`src/rtl/pair_tlb_pkg.sv`:
```
`timescale 1ns/1ps
package pair_tlb_pkg;
  localparam int PERM_W = 3;
  // bit 0 read, bit 1 write, bit 2 execute
  typedef logic [PERM_W-1:0] perm_t;
  localparam int HALVES = 2;
endpackage

```
`src/rtl/pair_tlb_enc.sv`:
```
`timescale 1ns/1ps
// Lowest-index-first encoder of a request vector.
module pair_tlb_enc #(
  parameter int N  = 16,
  parameter int IW = (N > 1) ? $clog2(N) : 1
) (
  input  logic [N-1:0]  vec,
  output logic [IW-1:0] idx,
  output logic          any
);
  always_comb begin
    idx = '0;
    any = 1'b0;
    for (int i = N - 1; i >= 0; i--) begin
      if (vec[i]) begin
        idx = IW'(i);
        any = 1'b1;
      end
    end
  end
endmodule

```
`src/rtl/pair_tlb_match.sv`:
```
`timescale 1ns/1ps
// Parallel comparison of one key against every entry.
module pair_tlb_match #(
  parameter int ENTRIES = 16,
  parameter int TAG_W   = 19,
  parameter int ASID_W  = 4
) (
  input  logic [ENTRIES-1:0][TAG_W-1:0]  tag_q,
  input  logic [ENTRIES-1:0][ASID_W-1:0] asid_q,
  input  logic [ENTRIES-1:0][1:0]        hv_q,
  input  logic [TAG_W-1:0]               key_tag,
  input  logic [ASID_W-1:0]              key_asid,
  input  logic                           key_half,
  output logic [ENTRIES-1:0]             hit_vec,
  output logic [ENTRIES-1:0]             pair_vec
);
  logic [ENTRIES-1:0] same;

  for (genvar e = 0; e < ENTRIES; e++) begin : g_cmp
    assign same[e]     = (tag_q[e] == key_tag) && (asid_q[e] == key_asid);
    assign pair_vec[e] = same[e] && (|hv_q[e]);
    assign hit_vec[e]  = same[e] && hv_q[e][key_half];
  end
endmodule

```
`src/rtl/pair_tlb_victim.sv`:
```
`timescale 1ns/1ps
// Picks the entry a new pair goes into: lowest empty one, else round robin.
module pair_tlb_victim #(
  parameter int ENTRIES = 16,
  parameter int IW      = (ENTRIES > 1) ? $clog2(ENTRIES) : 1
) (
  input  logic               clk,
  input  logic               rst,
  input  logic [ENTRIES-1:0] free_vec,
  input  logic               alloc,
  output logic [IW-1:0]      victim
);
  localparam logic [IW-1:0] LAST = IW'(ENTRIES - 1);

  logic [IW-1:0] rr_q;
  logic [IW-1:0] free_idx;
  logic          free_any;

  pair_tlb_enc #(.N(ENTRIES), .IW(IW)) u_free (
    .vec (free_vec),
    .idx (free_idx),
    .any (free_any)
  );

  assign victim = free_any ? free_idx : rr_q;

  always_ff @(posedge clk) begin
    if (rst) begin
      rr_q <= '0;
    end else if (alloc && !free_any) begin
      rr_q <= (rr_q == LAST) ? '0 : rr_q + 1'b1;
    end
  end
endmodule

```
`src/rtl/pair_tlb.sv`:
```
`timescale 1ns/1ps
module pair_tlb
  import pair_tlb_pkg::*;
#(
  parameter int ENTRIES = 16,
  parameter int VPN_W   = 20,
  parameter int PPN_W   = 12,
  parameter int ASID_W  = 4
) (
  input  logic              clk,
  input  logic              rst,
  input  logic              lk_valid,
  input  logic [VPN_W-1:0]  lk_vpn,
  input  logic [ASID_W-1:0] lk_asid,
  input  logic [2:0]        lk_acc,
  input  logic              fl_valid,
  input  logic [VPN_W-1:0]  fl_vpn,
  input  logic [ASID_W-1:0] fl_asid,
  input  logic [PPN_W-1:0]  fl_ppn,
  input  logic [2:0]        fl_perm,
  input  logic              flush_all,
  input  logic              flush_asid_en,
  input  logic [ASID_W-1:0] flush_asid,
  output logic              rs_valid,
  output logic              rs_hit,
  output logic              rs_fault,
  output logic [PPN_W-1:0]  rs_ppn,
  output logic [2:0]        rs_perm,
  output logic              wk_req,
  output logic [VPN_W-1:0]  wk_vpn,
  output logic [ASID_W-1:0] wk_asid
);
  localparam int TAG_W = VPN_W - 1;
  localparam int IW    = (ENTRIES > 1) ? $clog2(ENTRIES) : 1;

  // entry storage
  logic [ENTRIES-1:0][TAG_W-1:0]         tag_q;
  logic [ENTRIES-1:0][ASID_W-1:0]        asid_q;
  logic [ENTRIES-1:0][1:0]               hv_q;
  logic [ENTRIES-1:0][1:0][PPN_W-1:0]    ppn_q;
  logic [ENTRIES-1:0][1:0][PERM_W-1:0]   perm_q;

  // lookup side
  logic [ENTRIES-1:0] lk_hit_vec;
  logic [ENTRIES-1:0] lk_pair_vec;
  logic [IW-1:0]      lk_idx;
  logic               lk_any;
  logic               lk_half;
  logic [PPN_W-1:0]   lk_ppn;
  perm_t              lk_perm;

  // fill side
  logic [ENTRIES-1:0] fl_hit_vec;
  logic [ENTRIES-1:0] fl_pair_vec;
  logic [IW-1:0]      fl_pair_idx;
  logic               fl_pair_any;
  logic [IW-1:0]      fl_victim;
  logic [IW-1:0]      fl_idx;
  logic               fl_half;
  logic               fl_take;
  logic               fl_alloc;
  logic [ENTRIES-1:0] free_vec;

  assign lk_half = lk_vpn[0];
  assign fl_half = fl_vpn[0];

  pair_tlb_match #(.ENTRIES(ENTRIES), .TAG_W(TAG_W), .ASID_W(ASID_W)) u_lk_match (
    .tag_q    (tag_q),
    .asid_q   (asid_q),
    .hv_q     (hv_q),
    .key_tag  (lk_vpn[VPN_W-1:1]),
    .key_asid (lk_asid),
    .key_half (lk_half),
    .hit_vec  (lk_hit_vec),
    .pair_vec (lk_pair_vec)
  );

  pair_tlb_enc #(.N(ENTRIES), .IW(IW)) u_lk_enc (
    .vec (lk_hit_vec),
    .idx (lk_idx),
    .any (lk_any)
  );

  pair_tlb_match #(.ENTRIES(ENTRIES), .TAG_W(TAG_W), .ASID_W(ASID_W)) u_fl_match (
    .tag_q    (tag_q),
    .asid_q   (asid_q),
    .hv_q     (hv_q),
    .key_tag  (fl_vpn[VPN_W-1:1]),
    .key_asid (fl_asid),
    .key_half (fl_half),
    .hit_vec  (fl_hit_vec),
    .pair_vec (fl_pair_vec)
  );

  pair_tlb_enc #(.N(ENTRIES), .IW(IW)) u_fl_enc (
    .vec (fl_pair_vec),
    .idx (fl_pair_idx),
    .any (fl_pair_any)
  );

  for (genvar e = 0; e < ENTRIES; e++) begin : g_free
    assign free_vec[e] = ~|hv_q[e];
  end

  assign fl_take  = fl_valid && !flush_all && !flush_asid_en;
  assign fl_alloc = fl_take && !fl_pair_any;
  assign fl_idx   = fl_pair_any ? fl_pair_idx : fl_victim;

  pair_tlb_victim #(.ENTRIES(ENTRIES), .IW(IW)) u_victim (
    .clk      (clk),
    .rst      (rst),
    .free_vec (free_vec),
    .alloc    (fl_alloc),
    .victim   (fl_victim)
  );

  // read mux for the hitting entry
  assign lk_ppn  = ppn_q[lk_idx][lk_half];
  assign lk_perm = perm_q[lk_idx][lk_half];

  // valid bits: reset, flushes and fills
  always_ff @(posedge clk) begin
    if (rst) begin
      hv_q <= '0;
    end else if (flush_all) begin
      hv_q <= '0;
    end else if (flush_asid_en) begin
      for (int e = 0; e < ENTRIES; e++) begin
        if (asid_q[e] == flush_asid) begin
          hv_q[e] <= 2'b00;
        end
      end
    end else if (fl_valid) begin
      hv_q[fl_idx][fl_half] <= 1'b1;
      if (!fl_pair_any) begin
        hv_q[fl_idx][!fl_half] <= 1'b0;
      end
    end
  end

  // payload storage, no reset so it can map to plain memory bits
  always_ff @(posedge clk) begin
    if (fl_take) begin
      tag_q[fl_idx]           <= fl_vpn[VPN_W-1:1];
      asid_q[fl_idx]          <= fl_asid;
      ppn_q[fl_idx][fl_half]  <= fl_ppn;
      perm_q[fl_idx][fl_half] <= fl_perm;
    end
  end

  // registered result
  always_ff @(posedge clk) begin
    if (rst) begin
      rs_valid <= 1'b0;
      rs_hit   <= 1'b0;
      rs_fault <= 1'b0;
      rs_ppn   <= '0;
      rs_perm  <= '0;
      wk_req   <= 1'b0;
      wk_vpn   <= '0;
      wk_asid  <= '0;
    end else begin
      rs_valid <= lk_valid;
      rs_hit   <= lk_valid && lk_any;
      rs_fault <= lk_valid && lk_any && (|(lk_acc & ~lk_perm));
      rs_ppn   <= (lk_valid && lk_any) ? lk_ppn : '0;
      rs_perm  <= (lk_valid && lk_any) ? lk_perm : '0;
      wk_req   <= lk_valid && !lk_any;
      wk_vpn   <= lk_vpn;
      wk_asid  <= lk_asid;
    end
  end
endmodule

```
`config.mk`:
```
export PLATFORM = sky130hd
export DESIGN_NAME = pair_tlb
export DESIGN_NICKNAME = d
export VERILOG_FILES = /design/src/rtl/pair_tlb_pkg.sv /design/src/rtl/pair_tlb_enc.sv /design/src/rtl/pair_tlb_match.sv /design/src/rtl/pair_tlb_victim.sv /design/src/rtl/pair_tlb.sv
export SDC_FILE = /design/constraint.sdc
export NUM_CORES = 2
export LEC_CHECK = 0
export ABC_CLOCK_PERIOD_IN_PS = 7600
export BUFFER_PORTS_ARGS = -buffer_cell sky130_fd_sc_hd__buf_2
export CAP_MARGIN = 10
export CELL_PAD_IN_SITES_DETAIL_PLACEMENT = 1
export CELL_PAD_IN_SITES_GLOBAL_PLACEMENT = 2
export CORE_ASPECT_RATIO = 2
export CORE_MARGIN = 1
export CORE_UTILIZATION = 49
export DETAILED_ROUTE_END_ITERATION = 10
export GPL_ROUTABILITY_DRIVEN = 0
export PLACE_DENSITY_LB_ADDON = 0.1
export RECOVER_POWER = 50
export SETUP_SLACK_MARGIN = 0.4
export SLEW_MARGIN = 30
export SYNTH_ARGS = -nofsm -noshare
export SYNTH_HDL_FRONTEND = slang
export SYNTH_SLANG_ARGS = --single-unit
```
`constraint.sdc`:
```
create_clock -name clk -period 7.6 [get_ports clk]
set_input_delay 1.14 -clock clk [delete_from_list [all_inputs] [get_ports clk]]
set_output_delay 1.14 -clock clk [all_outputs]
set_load 0.03 [all_outputs]
```
==> impl_metrics.sql <==
INSERT INTO impl_metrics (metric_group, metric, value, unit) VALUES
('detailed_routing', 'via_to_cell_ratio', '6.22', ''),
('sta', 'worst-slew-pin-transition', '2.19', 'ns'),
('power_and_ir_drop', 'sequentialPowerShare', '0.522', ''),
('clock_network', 'cts_resized', '0', ''),
('outcome', 'failed_checks', 'capacitance limit, slew limit', ''),
('final_layout', 'fillCellCount', '8655', ''),
('flow_run', 'max-cap-violations', '24', ''),
('power_and_ir_drop', 'pwr-share-clk', '0.415', ''),
('logic_synthesis', 'ys_ff_latch', '927', ''),
('final_layout', 'multi_input_comb_area', '15800', 'um2'),
('final_layout', 'area.sequential', '27000', 'um2'),
('final_layout', 'nets', '3427', ''),
('place', 'io_buffers', '118', ''),
('logic_synthesis', 'synthesis.yosys.warnings', '0', ''),
('detailed_routing', 'post_route_ant_nets', '0', ''),
('worst_setup_path', 'cp_cell_instances', 'clkbuf_1 > clkbuf_1 > xnor2_1 > nand4_1 > nor4_1 > nand3_1 > nand2b_1 > nand3b_1 > nor4b_1 > a21boi_1 > or3_1 > or3_1 > nor3_2 > buf_4', ''),
('logic_synthesis', 'xor_xnor_share_of_the_synthesized_area', '0.161', ''),
('logic_synthesis', 'synthesis.area_per_instance', '13.9', 'um2'),
('detailed_routing', 'drtPass1Iterations', '5', ''),
('sta', 'final_slew_viol_count', '444', ''),
('detailed_routing', 'detail_route.drc_violations', '0', ''),
('sta', 'achievable-frequency', '144', 'MHz'),
('floorplan', 'die_width', '213', 'um'),
('power_and_ir_drop', 'combinationalPowerShare', '0.064', ''),
('logic_synthesis', 'most_frequent_cell_after_synthesis', 'edfxtp_1', ''),
('logic_synthesis', 'synth-compound-area-share', '0.0400', ''),
('logic_synthesis', 'yosysUniqueCellTypes', '77', ''),
('worst_setup_path', 'timing.critical_path.fanout_max', '15', ''),
('power_and_ir_drop', 'fin_total_pwr', '10700', 'uW'),
('worst_setup_path', 'cpMaxStageDelayCell', 'clkbuf_1', ''),
('worst_setup_path', 'reg2reg_from', 'tag_q[276]$_DFFE_PP_', ''),
('sta', 'setup-tns-final', '0', 'ns'),
('logic_synthesis', 'syn-instance-count', '3137', ''),
('clock_network', 'tritoncts_clock_tree', 'done', ''),
('logic_synthesis', 'synth.top_cell.area_share', '0.585', ''),
('outcome', 'run_status', 'complete, but fails checks', ''),
('clock_network', 'cts-root-buf', 'clkbuf_16', ''),
('clock_network', 'cts.repair_timing.setup_buffer_count', '0', ''),
('logic_synthesis', 'yosys.area_share.adder', '0.000287', ''),
('worst_setup_path', 'timing.critical_path.max_delay_family', 'simple AND/OR/NAND/NOR gates', ''),
('floorplan', 'overall_die_area', '90100', 'um2'),
('grt', 'number_of_antenna_violations_at_the_first_check_in_global_routing', '5', ''),
('detailed_routing', 'routed_wirelength', '164000', 'um'),
('worst_setup_path', 'reg2reg_depth', '13', ''),
('floorplan', 'dieHeight', '424', 'um'),
('worst_setup_path', 'worst-path-buf-inv', '3', ''),
('logic_synthesis', 'post_synth_most_frequent_cells', '848 x edfxtp_1, 442 x xor2_1, 357 x xnor2_1', ''),
('power_and_ir_drop', 'p_leak', '0.0155', 'uW'),
('logic_synthesis', 'syn-num-nets', '3214', ''),
('clock_network', 'max-clock-path-buffers', '3', ''),
('worst_setup_path', 'worst_setup_path_endpoint', 'ppn_q[112]$_DFFE_PP_', ''),
('worst_setup_path', 'worstReg2RegEnd', 'rs_ppn[3]$_SDFF_PP0_', ''),
('floorplan', 'rows', '154', ''),
('final_layout', 'area.growth.synth_to_final', '12.7', '%'),
('power_and_ir_drop', 'p_sw_frac', '0.234', ''),
('worst_setup_path', 'cp_data_required_time', '7.95', 'ns'),
('grt', 'grt.overflow.total', '0', ''),
('worst_setup_path', 'crit_path_start', 'fl_vpn[15]', ''),
('floorplan', 'start_util', '0.494', ''),
('sta', 'rsz0062_at_grt', 'no', ''),
('clock_network', 'cts.reportedPaths.clkPinSlew', '0.07', 'ns'),
('worst_setup_path', 'maximum_single_stage_delay_on_the_critical_path', '1.28', 'ns'),
('sta', 'finalSetupViolCount', '0', ''),
('logic_synthesis', 'synth_area', '43500', 'um2'),
('grt', 'grt_max_degree', '56', ''),
('logic_synthesis', 'synth-seq-area-share', '0.621', ''),
('detailed_routing', 'wire_per_inst', '35.7', 'um'),
('power_and_ir_drop', 'switchingPower', '2500', 'uW'),
('logic_synthesis', 'main_combinational_cell_family_by_area_after_synthesis', 'XOR/XNOR gates', ''),
('logic_synthesis', 'synth-edff-count', '848', ''),
('floorplan', 'design.portCount', '119', '');
-- worst min path at each step --
stage,startpoint,to,slack [ns],depth (start not counted)
after CTS,hv_q[16]$_SDFFE_PP0P_,hv_q[16]$_SDFFE_PP0P_,0.49,2
after floorplan,hv_q[14]$_SDFFE_PP0P_,hv_q[14]$_SDFFE_PP0P_,0.45,2
after global routing,hv_q[16]$_SDFFE_PP0P_,hv_q[16]$_SDFFE_PP0P_,0.51,2
after global placement,hv_q[16]$_SDFFE_PP0P_,hv_q[16]$_SDFFE_PP0P_,0.47,2
final,hv_q[16]$_SDFFE_PP0P_,hv_q[16]$_SDFFE_PP0P_,0.50,2
after detailed placement,hv_q[16]$_SDFFE_PP0P_,hv_q[16]$_SDFFE_PP0P_,0.48,2
-- cell type report --
class	instances	share of cell area
antenna	4	0.000204
sequential	927	0.551
tap	1170	0.0298
inverter	13	0.000995
clock inverter	46	0.0121
multi-input combinational	2020	0.323
clock buffer	108	0.0448
timing repair buffer	306	0.0380
-- per-stage QoR --
stage               utilization  instances  hold slack, ns  setup WS, ns
CTS                       0.560       4590           0.494          1.42
global route              0.557       4593           0.507         0.642
global placement          0.528       4436           0.467         0.755
finish                    0.557       4594           0.502         0.671
detailed placement        0.528       4436           0.484         0.672
floorplan                     -       3137           0.448          2.05
-- per-layer routing --
layer	track usage	wire (um)	vias up
li1	-	-	12100
met1	0.363	53300	14700
met2	0.654	85500	1187
met3	0.0619	8740	562
met4	0.320	16300	2
met5	0	11	-
-- kinds of logic (layout without fill, tap and decap cells) --
kind of cell / after synthesis / in the layout
flops: 927 / 927
other cells: 0 / 4
buf+inv: 190 / 473
compound gates: 243 / 243
simple gates: 697 / 697
fa+ha+maj: 1 / 1
xor+xnor: 799 / 799
mux: 280 / 280
-- state kept, by name (all words and copies together), names as in the netlist --
signal and flops:
asid_q 64, hv_q 32, perm_q 96, ppn_q 384
rs_fault 1, rs_hit 1, rs_perm 3, rs_ppn 12
rs_valid 1, tag_q 304, u_victim.rr_q 4, wk_asid 4
wk_req 1, wk_vpn 20
-- layout by cell type (no fill, tap or decap), drive strengths merged, types with 12 or more instances in the layout --
cell,instances
and2,15
inv,18
xor2,442
o21ai,70
a221oi,51
nor4,130
nand2,139
nand3,16
buf,177
nand4,90
xnor2,357
nor2,97
clkbuf,237
clkinv,23
nor2b,31
a21oi,21
nor3,85
o22ai,26
or2,12
mux2i,213
mux2,54
edfxtp,848
mux4,13
a31oi,21
or4,26
dfxtp,79
-- worst register-to-register path: cells and delay by family (launching register included) --
family,cells,cell delay [ns]
AOI/OAI and AO/OA,5,2.35
xor gates and xnor gates,1,0.19
buffers and inverters,1,0.29
DFF,1,0.42
muxes,2,0.85
and+or+nand+nor,4,1.61
-- power by group through the flow --
stage / Combinational (uW) / Clock, uW / Sequential [uW]
2_1_floorplan: 315 / 0 / 5710
3_5_place_dp: 684 / 0 / 5690
5_1_grt: 699 / 4640 / 5580
4_1_cts: 688 / 4500 / 5580
3_3_place_gp: 673 / 0 / 5690
6_report: 683 / 4440 / 5580
No activity file was read; power rests on OpenSTA's default activity.
